$ cat src/rtl/irq_route_pkg.sv
// Shared types for the interrupt router.
package irq_route_pkg;

    // Outcome of decoding one source's routing value.
    typedef enum logic [1:0] {
        RT_OFF = 2'd0,   // target 0 or 0xFF: source disabled
        RT_BAD = 2'd1,   // illegal target: error pulse, no line update
        RT_OK  = 2'd2    // legal target: update that line's mask
    } route_kind_e;

endpackage

$ cat src/rtl/irq_src_pick.sv
// Picks the lowest-numbered pending source.
// Assumes: pend is a plain bit vector; any = 0 means idx is don't-care (0).
module irq_src_pick #(
    parameter int NUM_SRC = 16,
    localparam int IW = $clog2(NUM_SRC)
) (
    input  logic [NUM_SRC-1:0] pend,
    output logic               any,
    output logic [IW-1:0]      idx
);

    // Scan downward so the lowest pending index is the last one assigned.
    always_comb begin
        any = 1'b0;
        idx = '0;
        for (int i = NUM_SRC - 1; i >= 0; i--) begin
            if (pend[i]) begin
                any = 1'b1;
                idx = IW'(i);
            end
        end
    end

endmodule

$ cat src/rtl/irq_tgt_decode.sv
// Maps a source number to its raw routing value and classifies that value.
// Assumes: pins occupy source numbers PIN_BASE..PIN_BASE+NUM_PIN-1 and do not
// overlap the function numbers; other source numbers read as disabled.
module irq_tgt_decode
    import irq_route_pkg::*;
#(
    parameter int NUM_SRC  = 16,
    parameter int NUM_FN   = 8,
    parameter int NUM_PIN  = 4,
    parameter int PIN_BASE = 8,
    parameter int NUM_IRQ  = 16,
    parameter logic [NUM_SRC-1:0] LOW_LIMIT = 16'h002C,
    localparam int IW   = $clog2(NUM_SRC),
    localparam int IRQW = $clog2(NUM_IRQ)
) (
    input  logic [IW-1:0]         src,
    input  logic [NUM_FN*8-1:0]   fn_line,
    input  logic [NUM_PIN*4-1:0]  pin_nib,
    output route_kind_e           kind,
    output logic [IRQW-1:0]       tgt
);

    localparam int MAX_FULL = NUM_IRQ - 1;
    localparam int MAX_LOW  = NUM_IRQ - 2;

    logic [7:0] raw;
    int         limit;

    // Fetch the routing value belonging to the selected source.
    always_comb begin
        raw = 8'h00;
        for (int f = 0; f < NUM_FN; f++) begin
            if (int'(src) == f) raw = fn_line[f*8 +: 8];
        end
        for (int p = 0; p < NUM_PIN; p++) begin
            if (int'(src) == PIN_BASE + p) raw = {4'h0, pin_nib[p*4 +: 4]};
        end
    end

    // Classify the value against the disabled codes and the per-source limit.
    always_comb begin
        limit = LOW_LIMIT[src] ? MAX_LOW : MAX_FULL;
        if (raw == 8'h00 || raw == 8'hFF) begin
            kind = RT_OFF;
        end else if (raw == 8'h02 || int'(raw) > limit) begin
            kind = RT_BAD;
        end else begin
            kind = RT_OK;
        end
    end

    assign tgt = raw[IRQW-1:0];

endmodule

$ cat src/rtl/irq_mask_bank.sv
// Holds the global source-level mask and one source mask per IRQ line.
// Assumes: at most one event per clock; ev_ok is meaningful only with ev.
module irq_mask_bank #(
    parameter int NUM_SRC = 16,
    parameter int NUM_IRQ = 16,
    localparam int IW   = $clog2(NUM_SRC),
    localparam int IRQW = $clog2(NUM_IRQ)
) (
    input  logic               clk,
    input  logic               rst_n,
    input  logic               ev,
    input  logic [IW-1:0]      ev_src,
    input  logic               ev_lvl,
    input  logic               ev_ok,
    input  logic [IRQW-1:0]    ev_tgt,
    output logic [NUM_SRC-1:0] act,
    output logic [NUM_IRQ-1:0] irq_lvl
);

    logic [NUM_SRC-1:0] act_nx;

    // Next global mask: the event's source takes its new level.
    always_comb begin
        act_nx = act;
        if (ev) act_nx[ev_src] = ev_lvl;
    end

    // Global mask register, updated on every event regardless of routing.
    always_ff @(posedge clk) begin
        if (!rst_n) act <= '0;
        else        act <= act_nx;
    end

    for (genvar g = 0; g < NUM_IRQ; g++) begin : g_line
        logic [NUM_SRC-1:0] mask_q;
        logic [NUM_SRC-1:0] mask_upd;

        // Candidate mask: event bit written into this line's mask.
        always_comb begin
            mask_upd = mask_q;
            mask_upd[ev_src] = ev_lvl;
        end

        // Update only the addressed line, pruned against the global mask.
        always_ff @(posedge clk) begin
            if (!rst_n) begin
                mask_q <= '0;
            end else if (ev && ev_ok && ev_tgt == IRQW'(g)) begin
                mask_q <= mask_upd & act_nx;
            end
        end

        assign irq_lvl[g] = |mask_q;
    end

endmodule

$ cat src/rtl/irq_router.sv
// Routes function and pin interrupt levels onto ISA IRQ lines.
// Assumes: source levels are synchronous to clk; routing inputs are static
// around events (they are sampled only in the cycle an event is taken).
module irq_router
    import irq_route_pkg::*;
#(
    parameter int NUM_FN   = 8,
    parameter int NUM_PIN  = 4,
    parameter int PIN_BASE = 8,
    parameter int NUM_SRC  = 16,
    parameter int NUM_IRQ  = 16,
    parameter logic [NUM_SRC-1:0] LOW_LIMIT = 16'h002C
) (
    input  logic                 clk,
    input  logic                 rst_n,
    input  logic [NUM_FN-1:0]    fn_req,
    input  logic [NUM_FN*8-1:0]  fn_line,
    input  logic [NUM_PIN-1:0]   pin_req,
    input  logic [7:0]           steer_lo,
    input  logic [7:0]           steer_mid,
    input  logic [7:0]           steer_hi,
    output logic [NUM_IRQ-1:0]   irq_out,
    output logic                 route_err
);

    localparam int IW   = $clog2(NUM_SRC);
    localparam int IRQW = $clog2(NUM_IRQ);

    logic [NUM_SRC-1:0]  cur_lvl;
    logic [NUM_SRC-1:0]  act_q;
    logic [NUM_SRC-1:0]  pending;
    logic                ev_any;
    logic [IW-1:0]       ev_src;
    logic                ev_ok;
    route_kind_e         ev_kind;
    logic [IRQW-1:0]     ev_tgt;
    logic [NUM_PIN*4-1:0] pin_nib;
    logic                unused_steer;

    // Pin nibbles packed with pin A in the lowest field.
    assign pin_nib      = {steer_hi[7:4], steer_mid[7:4], steer_mid[3:0], steer_lo[7:4]};
    assign unused_steer = ^{steer_lo[3:0], steer_hi[3:0]};

    // Gather all source levels at their source numbers.
    always_comb begin
        cur_lvl = '0;
        cur_lvl[NUM_FN-1:0]          = fn_req;
        cur_lvl[PIN_BASE +: NUM_PIN] = pin_req;
    end

    assign pending = cur_lvl ^ act_q;

    irq_src_pick #(.NUM_SRC(NUM_SRC)) u_pick (
        .pend (pending),
        .any  (ev_any),
        .idx  (ev_src)
    );

    irq_tgt_decode #(
        .NUM_SRC   (NUM_SRC),
        .NUM_FN    (NUM_FN),
        .NUM_PIN   (NUM_PIN),
        .PIN_BASE  (PIN_BASE),
        .NUM_IRQ   (NUM_IRQ),
        .LOW_LIMIT (LOW_LIMIT)
    ) u_dec (
        .src     (ev_src),
        .fn_line (fn_line),
        .pin_nib (pin_nib),
        .kind    (ev_kind),
        .tgt     (ev_tgt)
    );

    assign ev_ok = (ev_kind == RT_OK);

    irq_mask_bank #(.NUM_SRC(NUM_SRC), .NUM_IRQ(NUM_IRQ)) u_bank (
        .clk     (clk),
        .rst_n   (rst_n),
        .ev      (ev_any),
        .ev_src  (ev_src),
        .ev_lvl  (cur_lvl[ev_src]),
        .ev_ok   (ev_ok),
        .ev_tgt  (ev_tgt),
        .act     (act_q),
        .irq_lvl (irq_out)
    );

    // One-clock error pulse for an event on an illegal target.
    always_ff @(posedge clk) begin
        if (!rst_n) route_err <= 1'b0;
        else        route_err <= ev_any && (ev_kind == RT_BAD);
    end

endmodule

$ cat config.mk
export PLATFORM = sky130hd
export DESIGN_NAME = irq_router
export DESIGN_NICKNAME = d
export VERILOG_FILES = /design/src/rtl/irq_route_pkg.sv /design/src/rtl/irq_src_pick.sv /design/src/rtl/irq_tgt_decode.sv /design/src/rtl/irq_mask_bank.sv /design/src/rtl/irq_router.sv
export SDC_FILE = /design/constraint.sdc
export NUM_CORES = 1
export LEC_CHECK = 0
export ABC_AREA = 1
export CORE_MARGIN = 2
export CORE_UTILIZATION = 35
export DETAILED_ROUTE_END_ITERATION = 6
export DONT_BUFFER_PORTS = 1
export PLACE_DENSITY = 0.5
export SYNTH_ARGS = -nofsm -noshare
export SYNTH_HDL_FRONTEND = slang
export SYNTH_SLANG_ARGS = --single-unit
$ cat constraint.sdc
create_clock -name clk -period 5.5 [get_ports clk]
set_clock_uncertainty 0.05 [all_clocks]
set_input_delay 0.825 -clock clk [delete_from_list [all_inputs] [get_ports clk]]
set_output_delay 0.825 -clock clk [all_outputs]
set_load 0.02 [all_outputs]
## Word-level counts from Yosys, hierarchy flattened

Memories as Yosys holds them, arrays and structs flattened.
Index checks and enable logic that the tools add are counted.

| storage, ports and cells | value |
|---|---|
| register bits after elaboration | 273 |
| bits in read-only memories | 16 |
| bits of input ports | 102 |
| logic and storage cells | 179 |
| memories | 1 |

| operators by class | value |
|---|---|
| order comparisons | 3 |
| eq/ne operators | 30 |
| mux-type cells | 70 |
| bitwise logic cells | 17 |
| reductions and logical operators | 40 |

Memories:

| name | depth | width | rd ports | clocked after Yosys merged registers in | wr ports | RTL line | text |
|---|---|---|---|---|---|---|---|
| (name not given) | 16 | 1 | 1 | 0 | 0 | irq_tgt_decode.sv:42 | `limit = LOW_LIMIT[src] ? MAX_LOW : MAX_FULL;` |

Operator list:

| operator | number |
|---|---|
| 16-bit bitwise mux | 17 |
| 16-bit AND | 16 |
| 16-bit OR reduction | 16 |
| 8-bit 2-to-1 mux | 12 |
| 4-bit equality test, second input constant | 16 |
| 4-bit 2-to-1 mux | 16 |
| 9-bit by 32-bit greater-than comparator with 1-bit output | 1 |
| 4-bit by 3-bit equality test with 1-bit output, second input constant | 6 |
| 1-bit 2-to-1 mux | 20 |
| 1-bit logical AND | 19 |
| 16-bit 2-to-1 mux | 1 |
| 12-bit by 16-bit bitwise XOR with 16-bit output | 1 |
| 4-bit by 2-bit equality test with 1-bit output, second input constant | 3 |
| 8-bit by 2-bit equality test with 1-bit output, second input constant | 1 |
| 8-bit equality test, second input constant | 1 |
| 4-bit zero test | 2 |
| 8-bit zero test | 1 |
| 4-bit by 5-bit < comparator with 1-bit output, second input constant | 1 |
| 1-bit binary-select mux with 4-bit select | 1 |
| 1-bit demux with 4-bit select | 1 |
| 4-bit by 1-bit equality test with 1-bit output, second input constant | 1 |
| 4-bit by 1-bit >= comparator with 1-bit output, second input constant | 1 |
| 2-bit 2-to-1 mux | 2 |
| 2-bit by 1-bit equality test with 1-bit output, second input constant | 1 |
| 2 further kinds | 3 |

## Depth between registers and ports, before layout

| depth | value |
|---|---|
| word-level depth | 37 |
| gate-level depth with buffers | 38 |

## By module

From an unflattened synthesis, not the netlist that was laid out.

| second synthesis, totals | value |
|---|---|
| cells, all modules | 2241 |
| area total of the unflattened synthesis | 14300.0 µm² |

By module, submodules not included:

| module | times used | cells an instance | area an instance (µm²) | sequential area each (µm²) |
|---|---|---|---|---|
| irq_mask_bank | 1 | 1936 | 12838.6 | 5445.2 |
| irq_tgt_decode | 1 | 206 | 970.9 | 0.0 |
| irq_router | 1 | 50 | 281.5 | 20.0 |
| irq_src_pick | 1 | 49 | 209.0 | 0.0 |

## Worst setup path before layout

Ideal clock, no wire load.

| path | value |
|---|---|
| kind | input-to-reg |
| from | input fn_req[0] |
| to | register u_bank.g_line[15].mask_q[4] |
| library setup time | 132 ps |
| data arrival time | 3751 ps |
| required time | 5318 ps |
| setup slack | 1567 ps |
| cell stages on the path | 26 |
| buffers on the path | 5 |
| cells stage by stage | buf_6 xnor2_4 nand2_2 nor2_2 nand2_1 nor2_4 inv_2 nor2_1 inv_2 nor2_1 buf_2 a21oi_1 nand4_1 nand2_1 nand3_1 nand2_1 ha_1 nor2_1 nand2_1 nor2_1 nor2_2 buf_6 buf_6 buf_4 nand4_1 a21oi_1 |

| between the ends | value |
|---|---|
| word-level cells in the longest chain between the ends | 22 |
| elaborated cells between the ends (all ways) | 53 |
| those cells by class | 3 x order compare; 15 x eq/ne; 25 x mux; 2 x bitwise; 7 x reduce/logical; 1 x memory |

Ends and longest elaborated chain:

| element | RTL line | text |
|---|---|---|
| start: declaration | irq_router.sv:16 | `input logic [NUM_FN-1:0] fn_req,` |
| 12-bit by 16-bit bitwise XOR with 16-bit output | irq_router.sv:51 | `assign pending = cur_lvl ^ act_q;` |
| 4-bit 2-to-1 mux | irq_src_pick.sv:17 | `if (pend[i]) begin` |
| 4-bit zero test | irq_tgt_decode.sv:33 | `if (int'(src) == f) raw = fn_line[f*8 +: 8];` |
| 8-bit 2-to-1 mux (8 in series) | irq_tgt_decode.sv:33 |  |
| 8-bit 2-to-1 mux (4 in series) | irq_tgt_decode.sv:36 | `if (int'(src) == PIN_BASE + p) raw = {4'h0, pin_nib[p*4 +: 4]};` |
| 9-bit by 32-bit greater-than comparator with 1-bit output / 8-bit by 2-bit equality test with 1-bit output (equally long branches) | irq_tgt_decode.sv:45 | `end else if (raw == 8'h02 \|\| int'(raw) > limit) begin` |
| 1-bit logical OR | irq_tgt_decode.sv:45 |  |
| 2-bit 2-to-1 mux | irq_tgt_decode.sv:45 |  |
| 2-bit 2-to-1 mux | irq_tgt_decode.sv:43 | `if (raw == 8'h00 \|\| raw == 8'hFF) begin` |
| 2-bit equality test | irq_router.sv:74 | `assign ev_ok = (ev_kind == RT_OK);` |
| 1-bit logical AND (2 in series) | irq_mask_bank.sv:48 | `end else if (ev && ev_ok && ev_tgt == IRQW'(g)) begin` |
| end signal: assignment | irq_mask_bank.sv:49 | `mask_q <= mask_upd & act_nx;` |
| end: declaration | irq_mask_bank.sv:35 | `logic [NUM_SRC-1:0] mask_q;` |

Parallel ways exist; a longest one is shown, timed or not. The select of a mux whose other input is x is not followed.
A chain may end at the register's enable or synchronous reset.

## Worst setup path after layout

| path | value |
|---|---|
| from | register u_bank.act[13] |
| to | register u_bank.g_line[3].mask_q[12] |

| between the ends | value |
|---|---|
| word-level cells in the longest chain between the ends | 35 |
| elaborated cells between the ends (all ways) | 79 |
| those cells by class | 3 x order compare; 15 x eq/ne; 51 x mux; 2 x bitwise; 7 x reduce/logical; 1 x memory |

Ends and longest elaborated chain:

| element | RTL line | text |
|---|---|---|
| start: declaration | irq_mask_bank.sv:16 | `output logic [NUM_SRC-1:0] act,` |
| start signal: assignment | irq_mask_bank.sv:31 | `else act <= act_nx;` |
| 12-bit by 16-bit bitwise XOR with 16-bit output * | irq_router.sv:51 |  |
| 4-bit 2-to-1 mux (14 in series) | irq_src_pick.sv:17 |  |
| 4-bit zero test | irq_tgt_decode.sv:33 |  |
| 8-bit 2-to-1 mux (8 in series) | irq_tgt_decode.sv:33 |  |
| 8-bit 2-to-1 mux (4 in series) | irq_tgt_decode.sv:36 |  |
| 9-bit by 32-bit greater-than comparator with 1-bit output / 8-bit by 2-bit equality test with 1-bit output (equally long branches) | irq_tgt_decode.sv:45 |  |
| 1-bit logical OR | irq_tgt_decode.sv:45 |  |
| 2-bit 2-to-1 mux | irq_tgt_decode.sv:45 |  |
| 2-bit 2-to-1 mux | irq_tgt_decode.sv:43 |  |
| 2-bit equality test | irq_router.sv:74 |  |
| 1-bit logical AND (2 in series) | irq_mask_bank.sv:48 |  |
| end signal: assignment | irq_mask_bank.sv:49 |  |
| end: declaration | irq_mask_bank.sv:35 |  |

Mark *: on every way between the ends. The rest lies on a longest branch, timed or not. The select of a mux whose other input is x is not followed.

==> flow_summary_export.csv <==
group,metric,value,unit
finish,area_delta_synth_final,10.49,%
status,violations,"DRC",
critical_path,cp.arrival,5420,ps
clock_tree,clk-insertion-delay-late,580,ps
synthesis,synth_flop_cell,"dfxtp_1",
finish,layout_commonest_cell,"nand2_1",
critical_path,cp.required,5910,ps
route,ant_nets,0,
clock_tree,cts.sink_count,273,
synthesis,synth_xor_area_frac,0.009459,
clock_tree,hold_buffers,0,
floorplanning,core_region_area,0.03892,mm^2
synthesis,syn_area_per_cell,6.762,um^2
global_route,grt_max_degree,177,
floorplanning,die_w,203.2,um
synthesis,synthMuxAreaShare,0,
synthesis,netlist_area,0.01389,mm^2
placed_design,io_buffers,0,
synthesis,synth_top_family_by_area,"simple AND/OR/NAND/NOR gates",
clock_tree,clk_pin_slew,60,ps
sta,worst_pin_slew,1117,ps
placed_design,dpl_cell_area,0.01435,mm^2
finish,fin_nets,2117,
route,route.detailed.drc,3,
critical_path,cp_slowest_cell,"nor2_8",
placed_design,place_hpwl,30310,um
clock_tree,clockRootBuffer,"clkbuf_16",
pwr,ir_drop,276.3,uV
pwr,power_per_cell_area,330.8,mW/mm^2
synthesis,yosysUniqueCellTypes,44,
route,wl_per_cell,18.42,um
route,finalWirelength,47020,um
floorplanning,core.rowCount,72,
synthesis,yosys.area_share.simple,0.3415,
global_route,grt_pass1_vias,12170,
placed_design,dp_worst_setup_slack,-98.73,ps
critical_path,timing.critical_path.mode_cell,"nand2_1",
synthesis,ys_seq_area_frac,0.3935,
critical_path,cp_max_fo,36,
clock_tree,cts_resized,0,
clock_tree,clk_path_buf_depth,3,
status,outcome,"finished with violations",
synthesis,synthCells,2054,
floorplanning,fp.dieArea,0.04129,mm^2
clock_tree,numCtsBuffers,31,
synthesis,synth-compound-area-share,0.1297,
placed_design,place_congestion,0.8312,
global_route,antenna_found_initial,0,
route,drt-initial-drc-count,1294,
sta,fmax,199.5,MHz
critical_path,crit_path_end_kind,"register",
synthesis,synthArstFlopShare,0,
critical_path,worstSetupStartpointType,"register",
route,drt_first_pass_iters,7,
clock_tree,cts_setup_buffers,0,
critical_path,crit_path_max_incr_delay,600,ps
pwr,p_leak,7.440,nW
critical_path,critPathKind,"register to register",
sta,maxSlewViolCount,0,
finish,final_cell_mix,"nand2_1 (497), inv_1 (279), dfxtp_1 (273)",
synthesis,yosysWarningCount,0,
synthesis,synth_nets,2157,
synthesis,synth-adder-area-share,0.0009008,
clock_tree,tritoncts,"yes",
sta,hold_viol,0,
global_route,overflow,0,
global_route,grt_pass1_wl,71210,um
synthesis,ys_ff_latch,273,
finish,diodes,0,
finish,stdcell_area,0.01535,mm^2
clock_tree,ctsHtreeMaxLevel,1,
job,cap_violations,0,
floorplanning,start_util,0.3569,
global_route,track_usage,0.2227,
route,num_vias,13160,
sta,setup_ws,487.7,ps
sta,max-slew-margin-rel,0.2548,
min_path,min_path_type,"input pin to register",
sta,fin_crit_sh,0.9113,
sta,rsz0062_at_grt,"false",
finish,layout-drive-gt1-share,0.08452,
sta,min_period,5012,ps
sta,finalSetupViolCount,0,
floorplanning,io_pins,119,
synthesis,synth_edf_count,0,
floorplanning,die_h,203.2,um
route,vias_per_cell,5.154,
==> final cells by class <==
| type | count | area (um^2) |
|---|---|---|
| timing repair buffer | 52 | 415.4 |
| sequential | 273 | 5465 |
| clock inverter | 8 | 92.59 |
| inverter | 297 | 1115 |
| clock buffer | 46 | 892.1 |
| multi-input combinational | 1359 | 6719 |
| fill | 4112 | 23570 |
| tap | 518 | 648.1 |
==> through the flow <==
| step | instances | setup TNS [ps] | util | hold WS [ps] | total power [mW] |
|---|---|---|---|---|---|
| 6_report | 2553 | 0 | 0.3944 | 299.4 | 5.077 |
| 5_1_grt | 2553 | 0 | 0.3944 | 268.4 | 5.306 |
| 4_1_cts | 2552 | 0 | 0.3941 | 266.4 | 5.128 |
| 3_5_place_dp | 2498 | -3557 | 0.3688 | 367.4 | 3.073 |
| 3_3_place_gp | 2498 | -3785 | 0.3688 | 362.9 | 3.066 |
| 2_1_floorplan | 2054 | 0 | - | 355.3 | 2.756 |
==> metal layers <==
metal / share of wire / track usage / vias to the layer above
met5: 0 / 0 / -
met2: 0.44 / 0.3608 / 414
li1: - / - / 6533
met1: 0.44 / 0.2906 / 6120
met4: 0.040 / 0.09645 / 0
met3: 0.072 / 0.03995 / 92
==> logic make-up after synthesis <==
group	Yosys count
flops	273
buf+inv	423
fa+ha+maj	1
compound gates	298
simple gates	1047
xor+xnor	12
==> critical path, delay by kind of cell, from the launching register on <==
| family | cells | cell delay (ps) |
|---|---|---|
| flops | 1 | 550 |
| simple gates | 25 | 3490 |
| buf+inv | 2 | 120 |
| compound gates | 2 | 640 |
==> cell usage after synthesis (all sizes together) (32+ instances only) <==
cell type,instances,share of area
a21oi,172,0.063
buf,67,0.029
clkbuf,59,0.016
nor4,65,0.029
o211ai,65,0.035
dfxtp,273,0.39
nand4,123,0.056
or2,32,0.014
inv,296,0.080
o21bai,37,0.020
nand2,503,0.14
nand3,40,0.020
nor2,280,0.083
==> sequential cells by signal, summed over array words and instances (netlist names) <==
signal                flops
route_err                 1
u_bank.g_line.mask_q    256
u_bank.act               16
==> power by group <==
part           total, mW  switching, mW  internal [mW]
Clock               2.04          0.837           1.20
Combinational      0.999          0.745          0.255
Sequential          2.04         0.0252           2.01
Total               5.08           1.61           3.47
==> final timing paths <==
check	from	to	slack [ps]	cells after the start
worst min register to register	u_bank.g_line[0].mask_q[3]	u_bank.g_line[0].mask_q[3]	370	2
worst max-delay path	u_bank.act[13]	u_bank.g_line[3].mask_q[12]	490	29
worst min-delay path	fn_req[0]	u_bank.act[0]	300	2
worst max register to register	u_bank.act[13]	u_bank.g_line[3].mask_q[12]	490	29
No activity file was read; power rests on OpenSTA's default activity.
